--- src/rtl/phase_coef_pkg.sv ---
`timescale 1ns/1ps
package phase_coef_pkg;

    localparam int MUL_W = 18;   // operand width entering the multipliers
    localparam int TBL_W = 16;   // width of one table part
    localparam int FRAC  = 14;   // fractional bits of the stored weights

    // Map an FFT bin index onto its signed frequency.
    function automatic int signed_freq(input int idx, input int n);
        return (idx >= n / 2) ? idx - n : idx;
    endfunction

    // Imaginary part of i*p/(p^2+q^2), scaled by 2^frac, rounded half up.
    function automatic int x_weight(input int r, input int c, input int n, input int frac);
        int p;
        int q;
        int d;
        int num;
        int den;
        p = signed_freq(r, n);
        q = signed_freq(c, n);
        d = p * p + q * q;
        if (d == 0) return 0;
        num = p * (2 ** (frac + 1)) + d;
        den = 2 * d;
        if (num >= 0) return num / den;
        return -((-num + den - 1) / den);
    endfunction

endpackage

--- src/rtl/rnd_sat.sv ---
`timescale 1ns/1ps
// Round half up by dropping SH low bits, then saturate to OW bits. SH >= 2.
module rnd_sat #(
    parameter int IW = 24,
    parameter int OW = 18,
    parameter int SH = 6
) (
    input  logic signed [IW-1:0] din,
    output logic signed [OW-1:0] dout
);
    localparam logic signed [IW:0] HALF = {{(IW + 1 - SH){1'b0}}, 1'b1, {(SH - 1){1'b0}}};
    localparam logic signed [IW:0] MAXV = {{(IW + 2 - OW){1'b0}}, {(OW - 1){1'b1}}};
    localparam logic signed [IW:0] MINV = {{(IW + 2 - OW){1'b1}}, {(OW - 1){1'b0}}};

    logic signed [IW:0] biased;
    logic signed [IW:0] shifted;

    always_comb begin
        biased  = $signed({din[IW-1], din}) + HALF;
        shifted = biased >>> SH;
        if (shifted > MAXV)      dout = MAXV[OW-1:0];
        else if (shifted < MINV) dout = MINV[OW-1:0];
        else                     dout = shifted[OW-1:0];
    end
endmodule

--- src/rtl/phase_factor_rom.sv ---
`timescale 1ns/1ps
// Weight table built at elaboration; two read ports, one with swapped indices.
module phase_factor_rom
    import phase_coef_pkg::*;
#(
    parameter int LOG_N = 3
) (
    input  logic [LOG_N-1:0]        row,
    input  logic [LOG_N-1:0]        col,
    output logic signed [TBL_W-1:0] fx_im,
    output logic signed [TBL_W-1:0] fy_im
);
    localparam int N = 1 << LOG_N;

    logic signed [TBL_W-1:0] rom [N * N];

    for (genvar gr = 0; gr < N; gr++) begin : g_row
        for (genvar gc = 0; gc < N; gc++) begin : g_col
            assign rom[gr * N + gc] = TBL_W'(x_weight(gr, gc, N, FRAC));
        end
    end

    assign fx_im = rom[{row, col}];
    assign fy_im = rom[{col, row}];   // transposed view serves the y path
endmodule

--- src/rtl/cplx_mul_pipe.sv ---
`timescale 1ns/1ps
// Four-stage complex multiplier: operand reg, products, combine, output reg.
module cplx_mul_pipe #(
    parameter int AW = 18,
    parameter int BW = 16
) (
    input  logic                    clk,
    input  logic                    rst,
    input  logic                    in_vld,
    input  logic signed [AW-1:0]    a_re,
    input  logic signed [AW-1:0]    a_im,
    input  logic signed [BW-1:0]    b_re,
    input  logic signed [BW-1:0]    b_im,
    output logic                    out_vld,
    output logic signed [AW+BW:0]   p_re,
    output logic signed [AW+BW:0]   p_im
);
    localparam int PRW = AW + BW;
    localparam int PW  = PRW + 1;

    typedef struct packed {
        logic                  v1;
        logic signed [AW-1:0]  ar;
        logic signed [AW-1:0]  ai;
        logic signed [BW-1:0]  br;
        logic signed [BW-1:0]  bi;
        logic                  v2;
        logic signed [PRW-1:0] ac;
        logic signed [PRW-1:0] bd;
        logic signed [PRW-1:0] ad;
        logic signed [PRW-1:0] bc;
        logic                  v3;
        logic signed [PW-1:0]  cr;
        logic signed [PW-1:0]  ci;
        logic                  v4;
        logic signed [PW-1:0]  orr;
        logic signed [PW-1:0]  oi;
    } mul_st_t;

    mul_st_t s_d, s_q;

    always_comb begin
        s_d    = s_q;
        s_d.v1 = in_vld;
        if (in_vld) begin
            s_d.ar = a_re;
            s_d.ai = a_im;
            s_d.br = b_re;
            s_d.bi = b_im;
        end
        s_d.v2 = s_q.v1;
        if (s_q.v1) begin
            s_d.ac = PRW'(s_q.ar) * PRW'(s_q.br);
            s_d.bd = PRW'(s_q.ai) * PRW'(s_q.bi);
            s_d.ad = PRW'(s_q.ar) * PRW'(s_q.bi);
            s_d.bc = PRW'(s_q.ai) * PRW'(s_q.br);
        end
        s_d.v3 = s_q.v2;
        if (s_q.v2) begin
            s_d.cr = PW'(s_q.ac) - PW'(s_q.bd);
            s_d.ci = PW'(s_q.ad) + PW'(s_q.bc);
        end
        s_d.v4 = s_q.v3;
        if (s_q.v3) begin
            s_d.orr = s_q.cr;
            s_d.oi  = s_q.ci;
        end
    end

    always_ff @(posedge clk) begin
        if (rst) s_q <= '0;
        else     s_q <= s_d;
    end

    assign out_vld = s_q.v4;
    assign p_re    = s_q.orr;
    assign p_im    = s_q.oi;

    // product register holds when nothing valid reaches the last stage
    p_cmul_idle_r8: assert property (@(posedge clk) disable iff (rst)
        !s_q.v3 |=> ($stable(p_re) && $stable(p_im)));
endmodule

--- src/rtl/phase_coef_combiner.sv ---
`timescale 1ns/1ps
module phase_coef_combiner
    import phase_coef_pkg::*;
#(
    parameter int LOG_N = 3,
    parameter int IN_W  = 24,
    parameter int OUT_W = 16
) (
    input  logic                    clk,
    input  logic                    rst,
    input  logic                    in_valid,
    input  logic [LOG_N-1:0]        row_idx,
    input  logic [LOG_N-1:0]        col_idx,
    input  logic signed [IN_W-1:0]  gx_re,
    input  logic signed [IN_W-1:0]  gx_im,
    input  logic signed [IN_W-1:0]  gy_re,
    input  logic signed [IN_W-1:0]  gy_im,
    output logic                    out_valid,
    output logic signed [OUT_W-1:0] coef_re,
    output logic signed [OUT_W-1:0] coef_im
);
    localparam int PROD_W    = MUL_W + TBL_W + 1;
    localparam int SUM_W     = PROD_W + 1;
    localparam int IN_SHIFT  = IN_W - MUL_W;
    localparam int OUT_SHIFT = FRAC + MUL_W - OUT_W;
    localparam int LATENCY   = 7;   // 1 input round + 4 multiply + 1 sum + 1 output round

    typedef struct packed {
        logic                    v;
        logic signed [MUL_W-1:0] xr;
        logic signed [MUL_W-1:0] xi;
        logic signed [MUL_W-1:0] yr;
        logic signed [MUL_W-1:0] yi;
        logic signed [TBL_W-1:0] fx;
        logic signed [TBL_W-1:0] fy;
        logic                    vs;
        logic signed [SUM_W-1:0] sre;
        logic signed [SUM_W-1:0] sim;
        logic                    vo;
        logic signed [OUT_W-1:0] ore;
        logic signed [OUT_W-1:0] oim;
    } comb_st_t;

    comb_st_t s_d, s_q;

    // input reduction to multiplier width
    logic signed [IN_W-1:0]  raw [4];
    logic signed [MUL_W-1:0] red [4];
    assign raw[0] = gx_re;
    assign raw[1] = gx_im;
    assign raw[2] = gy_re;
    assign raw[3] = gy_im;

    for (genvar gi = 0; gi < 4; gi++) begin : g_in_rnd
        rnd_sat #(.IW(IN_W), .OW(MUL_W), .SH(IN_SHIFT)) u_rnd (
            .din  (raw[gi]),
            .dout (red[gi])
        );
    end

    logic signed [TBL_W-1:0] fx_raw, fy_raw;
    phase_factor_rom #(.LOG_N(LOG_N)) u_rom (
        .row   (row_idx),
        .col   (col_idx),
        .fx_im (fx_raw),
        .fy_im (fy_raw)
    );

    // the weights are purely imaginary, so the real weight inputs are tied to zero
    localparam logic signed [TBL_W-1:0] ZERO_W = '0;

    logic                     xv, yv;
    logic signed [PROD_W-1:0] xp_re, xp_im, yp_re, yp_im;

    cplx_mul_pipe #(.AW(MUL_W), .BW(TBL_W)) u_mul_x (
        .clk (clk), .rst (rst), .in_vld (s_q.v),
        .a_re (s_q.xr), .a_im (s_q.xi), .b_re (ZERO_W), .b_im (s_q.fx),
        .out_vld (xv), .p_re (xp_re), .p_im (xp_im)
    );

    cplx_mul_pipe #(.AW(MUL_W), .BW(TBL_W)) u_mul_y (
        .clk (clk), .rst (rst), .in_vld (s_q.v),
        .a_re (s_q.yr), .a_im (s_q.yi), .b_re (ZERO_W), .b_im (s_q.fy),
        .out_vld (yv), .p_re (yp_re), .p_im (yp_im)
    );

    logic signed [OUT_W-1:0] ro_re, ro_im;
    rnd_sat #(.IW(SUM_W), .OW(OUT_W), .SH(OUT_SHIFT)) u_out_re (.din(s_q.sre), .dout(ro_re));
    rnd_sat #(.IW(SUM_W), .OW(OUT_W), .SH(OUT_SHIFT)) u_out_im (.din(s_q.sim), .dout(ro_im));

    always_comb begin
        s_d   = s_q;
        s_d.v = in_valid;
        if (in_valid) begin
            s_d.xr = red[0];
            s_d.xi = red[1];
            s_d.yr = red[2];
            s_d.yi = red[3];
            s_d.fx = fx_raw;
            s_d.fy = fy_raw;
        end
        s_d.vs = xv & yv;
        if (xv & yv) begin
            s_d.sre = SUM_W'(xp_re) + SUM_W'(yp_re);
            s_d.sim = SUM_W'(xp_im) + SUM_W'(yp_im);
        end
        s_d.vo = s_q.vs;
        if (s_q.vs) begin
            s_d.ore = ro_re;
            s_d.oim = ro_im;
        end
    end

    always_ff @(posedge clk) begin
        if (rst) s_q <= '0;
        else     s_q <= s_d;
    end

    assign out_valid = s_q.vo;
    assign coef_re   = s_q.ore;
    assign coef_im   = s_q.oim;

    // cycles since reset, so the latency check never reaches back past reset
    logic [3:0] chk_age_q;
    always_ff @(posedge clk) begin
        if (rst)                         chk_age_q <= '0;
        else if (chk_age_q < 4'(LATENCY)) chk_age_q <= chk_age_q + 4'd1;
    end

    p_valid_latency_r6: assert property (@(posedge clk) disable iff (rst)
        (chk_age_q == 4'(LATENCY)) |-> (out_valid == $past(in_valid, LATENCY)));

    p_dc_zero_r2: assert property (@(posedge clk) disable iff (rst)
        (in_valid && row_idx == '0 && col_idx == '0) |=> (s_q.fx == '0 && s_q.fy == '0));

    p_hold_idle_r8: assert property (@(posedge clk) disable iff (rst)
        !s_q.vs |=> ($stable(coef_re) && $stable(coef_im)));
endmodule

--- config.mk ---
export PLATFORM = sky130hd
export DESIGN_NAME = phase_coef_combiner
export DESIGN_NICKNAME = d
export VERILOG_FILES = /design/src/rtl/phase_coef_pkg.sv /design/src/rtl/rnd_sat.sv /design/src/rtl/phase_factor_rom.sv /design/src/rtl/cplx_mul_pipe.sv /design/src/rtl/phase_coef_combiner.sv
export SDC_FILE = /design/constraint.sdc
export NUM_CORES = 2
export LEC_CHECK = 0
export BUFFER_PORTS_ARGS = -buffer_cell sky130_fd_sc_hd__buf_4
export CORE_AREA = 5 5 385 387
export CTS_CLUSTER_SIZE = 12
export DETAILED_ROUTE_END_ITERATION = 8
export DIE_AREA = 0 0 390 392
export HOLD_SLACK_MARGIN = 0.06
export MAX_ROUTING_LAYER = met4
export PLACE_DENSITY = 0.74
export SETUP_SLACK_MARGIN = 0.2
export SYNTH_ARGS = -nofsm -noshare
export SYNTH_HDL_FRONTEND = slang
export SYNTH_SLANG_ARGS = --single-unit
--- constraint.sdc ---
create_clock -name clk -period 13.44 [get_ports clk]
set_input_delay 0.672 -clock clk [delete_from_list [all_inputs] [get_ports clk]]
set_output_delay 0.672 -clock clk [all_outputs]
set_load 0.02 [all_outputs]
### Word level (Yosys, flattened, before mapping)

Memory sizes are Yosys's and may differ from the RTL's. A register that Yosys moved wholly into a read port is not among the register bits.
Cells that the tools add are included.

| cells by class | value |
|---|---|
| multipliers | 4 |
| mux-type cells | 12 |
| add/sub/neg operators | 10 |
| $lt $le $gt $ge | 12 |
| bitwise operators | 2 |

Operators by type and width:

| kind | number |
|---|---|
| $mux W18 | 8 |
| $mul A18 B16 Y34 | 4 |
| $add A24 B7 Y25 const B | 4 |
| $gt A19 B18 Y1 const B | 4 |
| $lt A19 B18 Y1 const B | 4 |
| $sub A1 B34 Y35 const A | 2 |
| $mux W16 | 4 |
| $gt A21 B16 Y1 const B | 2 |
| $lt A21 B16 Y1 const B | 2 |
| $add A36 B17 Y37 const B | 1 |
| $add A35 B17 Y36 const B | 1 |
| $add A35 B35 Y36 | 1 |
| $add A34 B34 Y35 | 1 |
| $not A6 Y7 | 2 |

| word-level totals | value |
|---|---|
| input port bits | 105 |
| output and inout bits | 33 |
| memories | 2 |
| logic and storage cells | 75 |
| memory bits (read-only) | 2048 |
| flip-flop bits (word level) | 698 |

Memories:

| name | depth | bits a word | rd ports | clocked after Yosys merged registers in | write ports | line | text |
|---|---|---|---|---|---|---|---|
| (no name shown) | 64 | 16 | 1 | 1 | 0 | phase_factor_rom.sv:23 | `assign fx_im = rom[{row, col}];` |
| (no name shown) | 64 | 16 | 1 | 1 | 0 | phase_factor_rom.sv:24 | `assign fy_im = rom[{col, row}];` |

### Longest topological paths before layout

| logic depth | value |
|---|---|
| depth after elaboration | 4 |
| depth in mapped cells | 27 |

### Hierarchy

From an unflattened synthesis, not the netlist that was laid out.

| unflattened totals | value |
|---|---|
| cell total of the unflattened synthesis | 15331 |
| area, all modules | 135286.0 um^2 |

By module, submodules not included:

| module | sequential area each (um^2) | instances | area each (um^2) | cells an instance |
|---|---|---|---|---|
| cplx_mul_pipe (u_mul_x) | 6966.7 | 1 | 59594.7 | 6682 |
| cplx_mul_pipe (u_mul_y) | 6966.7 | 1 | 58842.7 | 6521 |
| phase_coef_combiner | 4224.1 | 1 | 11050.6 | 1260 |
| rnd_sat (g_in_rnd[0].u_rnd ...) | 0.0 | 4 | 676.9 | 104 |
| phase_factor_rom | 0.0 | 1 | 1849.3 | 290 |
| rnd_sat (u_out_im ...) | 0.0 | 2 | 620.6 | 81 |

### Worst setup path after synthesis

OpenSTA, ideal clock, no wires.

| path | value |
|---|---|
| kind | register to register |
| start point | register u_mul_x.s_q[280] in the netlist's numbering |
| end point | register u_mul_x.s_q[207] in the netlist's numbering |
| stages on the path, launching flop included | 25 |
| setup slack | 7027 ps |
| setup time | 128 ps |
| arrival | 6285 ps |
| cells stage by stage | dfxtp_1 clkbuf_1 clkbuf_1 nand2_1 inv_1 fa_1 inv_1 fa_1 fa_1 fa_1 fa_1 fa_1 inv_1 ha_1 clkbuf_1 a211o_1 a311oi_1 o21bai_1 a22o_1 a31o_1 o21a_1 o41a_1 xor2_1 mux2i_1 nor2_1 |

| on the way | value |
|---|---|
| longest elaborated chain between the ends | 1 |

Ends and longest elaborated chain:

| what | line | text |
|---|---|---|
| from (decl) | cplx_mul_pipe.sv:40 | `mul_st_t s_d, s_q;` |
| from (signal assigned) | cplx_mul_pipe.sv:71 | `if (rst) s_q <= '0;` |
| from (signal assigned) | cplx_mul_pipe.sv:72 | `else s_q <= s_d;` |
| $mul A18 B16 Y34 | cplx_mul_pipe.sv:55 | `s_d.ad = PRW'(s_q.ar) * PRW'(s_q.bi);` |

No other way between the ends.
A chain may end at the register's enable or synchronous reset.

### Final worst setup path

| path | value |
|---|---|
| start point | register u_mul_x.s_q[336] in the netlist's numbering |
| end point | register u_mul_x.s_q[208] in the netlist's numbering |

Same word-level chain as after synthesis.

==> summary.md <==
| Metric | Value |
|---|---|
| Reg2reg end | u_mul_x.s_q[208]$_SDFFE_PP0P_ |
| Core Box Area | 145000 um^2 |
| Maximum clock path buffer count | 3 |
| R2r setup slk | 6.10 ns |
| Status | completed |
| FFs w/ async S/R, synth | 0 |
| Port-buffer cells | 117 |
| Cell count after synthesis | 8270 |
| Max incr delay on CP | 0.84 ns |
| Die H | 392 um |
| Total Wirelength | 183 mm |
| Total of warnings raised by yosys | 0 |
| Synthesized area per cell | 8.99 um^2 |
| Area of the multi-input gates | 53500 um^2 |
| Reg-to-Reg Start | u_mul_x.s_q[336]$_SDFFE_PP0P_ |
| Max Slew Vio Count | 0 |
| Fill cell count | 12800 |
| DRT iter0 DRCs | 3949 |
| Type of the worst setup path | reg2reg |
| Max-cap violations | 0 |
| P per Cell Area | 60.4 nW/um^2 |
| Vias in the first global route | 58200 |
| Syn_nets | 9964 |
| Final worst slack | 6.10 ns |
| Clk slew on worst S/H paths | 0.08 ns |
| Total power | 4.75 mW |
| Crit end category | flip-flop |
| WHS Endpoint | s_q[162]$_SDFFE_PP0P_ |
| Layout cells sized above 1 | 0.0411 |
| Leakage power | 37.4 nW |
| M1 WL | 77.4 mm |
| H-tree depth | 3 |
| Met3 wire len | 13.0 mm |
| Floorplan die width | 390 um |
| Initial Util | 0.514 |
| Crit path time final | 7.34 ns |
| Most used cell, CP | fa_1 |
| Crit-path cells | nand2_1, fa_1, inv_1, fa_1, inv_1, fa_1, inv_1, fa_1, fa_1, inv_1, fa_1, inv_1, ha_1, and3_1, a221o_1, a21oi_1, o41ai_2, a221o_1, a311oi_1, a21oi_1, xor2_1, mux2i_1, nor2_1 |
| Root Driver | clkbuf_16 |
| Placed cell area | 76300 um^2 |
| Vias after detailed routing | 55300 |
| Final nets | 9784 |
| Max Freq | 0.136 GHz |
| DRC violations left | 0 |
| Crit path arrival time | 7.83 ns |
| Worst hold stages | 4 |
| Sequential share of power | 0.461 |
| RSZ-0062 raised after global routing | false |
| Worst slew pin tran | 1.26 ns |
| Clock power share | 0.427 |
| Max-slew headroom | 0.159 |
| Post-layout util | 0.545 |
| Worst slack, placed | 6.15 ns |
| Drt via density | 5.49 |
| Startpoint Class | flip-flop |
| Final Cell Area | 78700 um^2 |
| Synth Flop Type | dfxtp_1 |
| CP max FO | 17 |
| Postcts setup bufs | 0 |
| Critical-path top delay cell | dfxtp_1 |
| FF/Latch Area | 14000 um^2 |
| Post-synth EDFFs | 0 |
| Antenna violations before repair | 5 |
| Rows | 140 |
| Highest metal used | met4 |
| Register area share after synthesis | 0.189 |
| Fin Hold WS | 0.313 ns |
| Synth cell types | 90 |
| GRT Residual Overflow | 0 |
| First-pass GRT wire length | 302 mm |
| Combinational power share | 0.112 |
| Largest net degree at the start of global routing | 233 |
| Hold Crit Start | gy_re[12] |
| Synth Register Bits | 700 |
| Area Overhead vs Synth | 5.89% |
| Sw Pwr | 1.29 mW |
| Die footprint | 153000 um^2 |
| Final Hold Viols | 0 |
| Cell Int Power | 3.46 mW |
| Non-Filler Instances | 10100 |
| Worst vdd ir | 0.0829 mV |
| Placed insts | 9928 |
| Setup TNS Final | 0 ns |
| Post-synth design cell area | 74300 um^2 |
| Post-cts gate resize count | 0 |
| Setup Skew | 0.0484 ns |
| Tot GR Track Use | 0.249 |
| CTS Hold Bufs | 0 |
| Setup-failing EPs final | 0 |
| Final Wtd Congestion | 0.905 |
| First drt pass iteration count | 5 |
| Sink Count | 700 |
| Ports | 138 |
| Sw Share | 0.272 |
| TritonCTS clock tree | built |
| Worst min path class | in2reg |
| Worst-case reg-to-reg path depth | 23 |
| Cts bufs inserted | 77 |
| Final HPWL DP | 137 mm |
| Routed WL per cell | 18.2 um |
| ANT nets after route | 0 |
| Wire length on met2 | 87.7 mm |
| CP required | 13.93 ns |
| Final worst-path cycle share | 0.546 |
| Worst skew pair latency | 0.69 ns |
==> layout by cell type (no fill, tap or decap), types with 10 or more instances in the layout <==
cell type and count:
o31ai_1 11, nor2_1 870, or4_1 12, a311oi_1 14, inv_1 1349, nand2_1 764, or2_2 10, or3_1 18
o21ai_0 102, o21ai_1 43, a211oi_1 93, clkinv_2 10, dfxtp_1 692, nand3_1 86, nand2b_1 37, clkbuf_16 79
o21bai_1 17, ha_1 429, xnor2_1 212, buf_4 173, clkbuf_1 15, xor2_1 105, and4_1 10, o21a_1 24
fa_1 1160, and3_1 31, o22ai_1 37, nor4_1 11, o211a_1 17, nand4_1 41, nor2b_1 25, a21oi_1 226
and2_1 553, o211ai_1 18, a31oi_1 25, a21o_1 63, mux2i_1 471, nor3_1 98
==> power by group through the flow <==
stage	sequential [mW]	clock (mW)	combinational, mW
5_1_grt	2.20	2.15	0.589
6_report	2.19	2.03	0.531
3_3_place_gp	2.23	0	0.515
2_1_floorplan	2.18	0	0.396
3_5_place_dp	2.24	0	0.529
4_1_cts	2.19	2.08	0.531
==> registers in the layout, indices dropped and copies added (netlist names) <==
register and flops:
u_mul_y.p_re 35, u_mul_y.s_d 3, u_mul_x.s_q 189, coef_im 16, u_mul_y.out_vld 1, u_mul_y.s_q 189
u_mul_y.p_im 34, s_d 1, u_mul_x.p_re 35, s_q 146, coef_re 16, u_mul_x.p_im 34
out_valid 1
==> logic make-up after synthesis <==
kind of cell,after synthesis,synth area share
flops,700,0.189
buf+inv,1791,0.0921
mux,473,0.0637
simple gates,2595,0.162
xor+xnor,317,0.0374
fa+ha+maj,1589,0.385
compound gates,805,0.0719
==> routing by layer <==
layer  track usage  vias to the layer above
li1              -                    25500
met1         0.322                    27600
met2         0.410                     1778
met3        0.0392                      370
met4        0.0680                        0
met5             -                        -
==> Yosys cell counts, drive strengths merged (63+ instances only) <==
cell | instances | share of area
a21oi | 227 | 0.015
a211oi | 94 | 0.0096
o21ai | 145 | 0.0098
xnor2 | 212 | 0.025
ha | 429 | 0.072
mux2i | 471 | 0.063
clkbuf | 352 | 0.018
and2 | 553 | 0.047
nand3 | 86 | 0.0058
xor2 | 105 | 0.012
dfxtp | 700 | 0.19
nor2 | 870 | 0.044
nand2 | 764 | 0.039
buf | 83 | 0.0059
a21o | 63 | 0.0064
inv | 1350 | 0.068
fa | 1160 | 0.31
nor3 | 101 | 0.0070
==> critical path, delay by kind of cell, from the launching register on <==
kind / cells / cell delay, ns
adders and majority gates: 7 / 3.38
AOI/OAI and AO/OA: 6 / 1.89
DFF: 1 / 0.84
and+or+nand+nor: 3 / 0.46
buffers and inverters: 5 / 0.26
xor gates and xnor gates: 1 / 0.17
muxes: 1 / 0.14
==> worst max path at each step <==
stage          cells after the start                             to                          start  slack [ns]
2_1_floorplan                     24  u_mul_x.s_q[207]$_SDFFE_PP0P_  u_mul_x.s_q[280]$_SDFFE_PP0P_        7.03
4_1_cts                           23  u_mul_x.s_q[208]$_SDFFE_PP0P_  u_mul_x.s_q[336]$_SDFFE_PP0P_        6.10
3_3_place_gp                      23  u_mul_x.s_q[206]$_SDFFE_PP0P_  u_mul_x.s_q[336]$_SDFFE_PP0P_        6.33
6_report                          23  u_mul_x.s_q[208]$_SDFFE_PP0P_  u_mul_x.s_q[336]$_SDFFE_PP0P_        6.10
3_5_place_dp                      23  u_mul_x.s_q[206]$_SDFFE_PP0P_  u_mul_x.s_q[336]$_SDFFE_PP0P_        6.15
5_1_grt                           23  u_mul_x.s_q[206]$_SDFFE_PP0P_  u_mul_x.s_q[336]$_SDFFE_PP0P_        5.89
==> layout make-up <==
| cell class | instances | area share |
|---|---|---|
| diodes | 5 | 0.000159 |
| clock buffers | 100 | 0.0269 |
| inverters | 1356 | 0.0647 |
| flip-flops and latches | 700 | 0.178 |
| clock inverters | 23 | 0.00297 |
| well taps | 1917 | 0.0305 |
| repair buffers | 176 | 0.0172 |
| multi-input cells | 5779 | 0.679 |
Power figures use the tool's default switching activity.
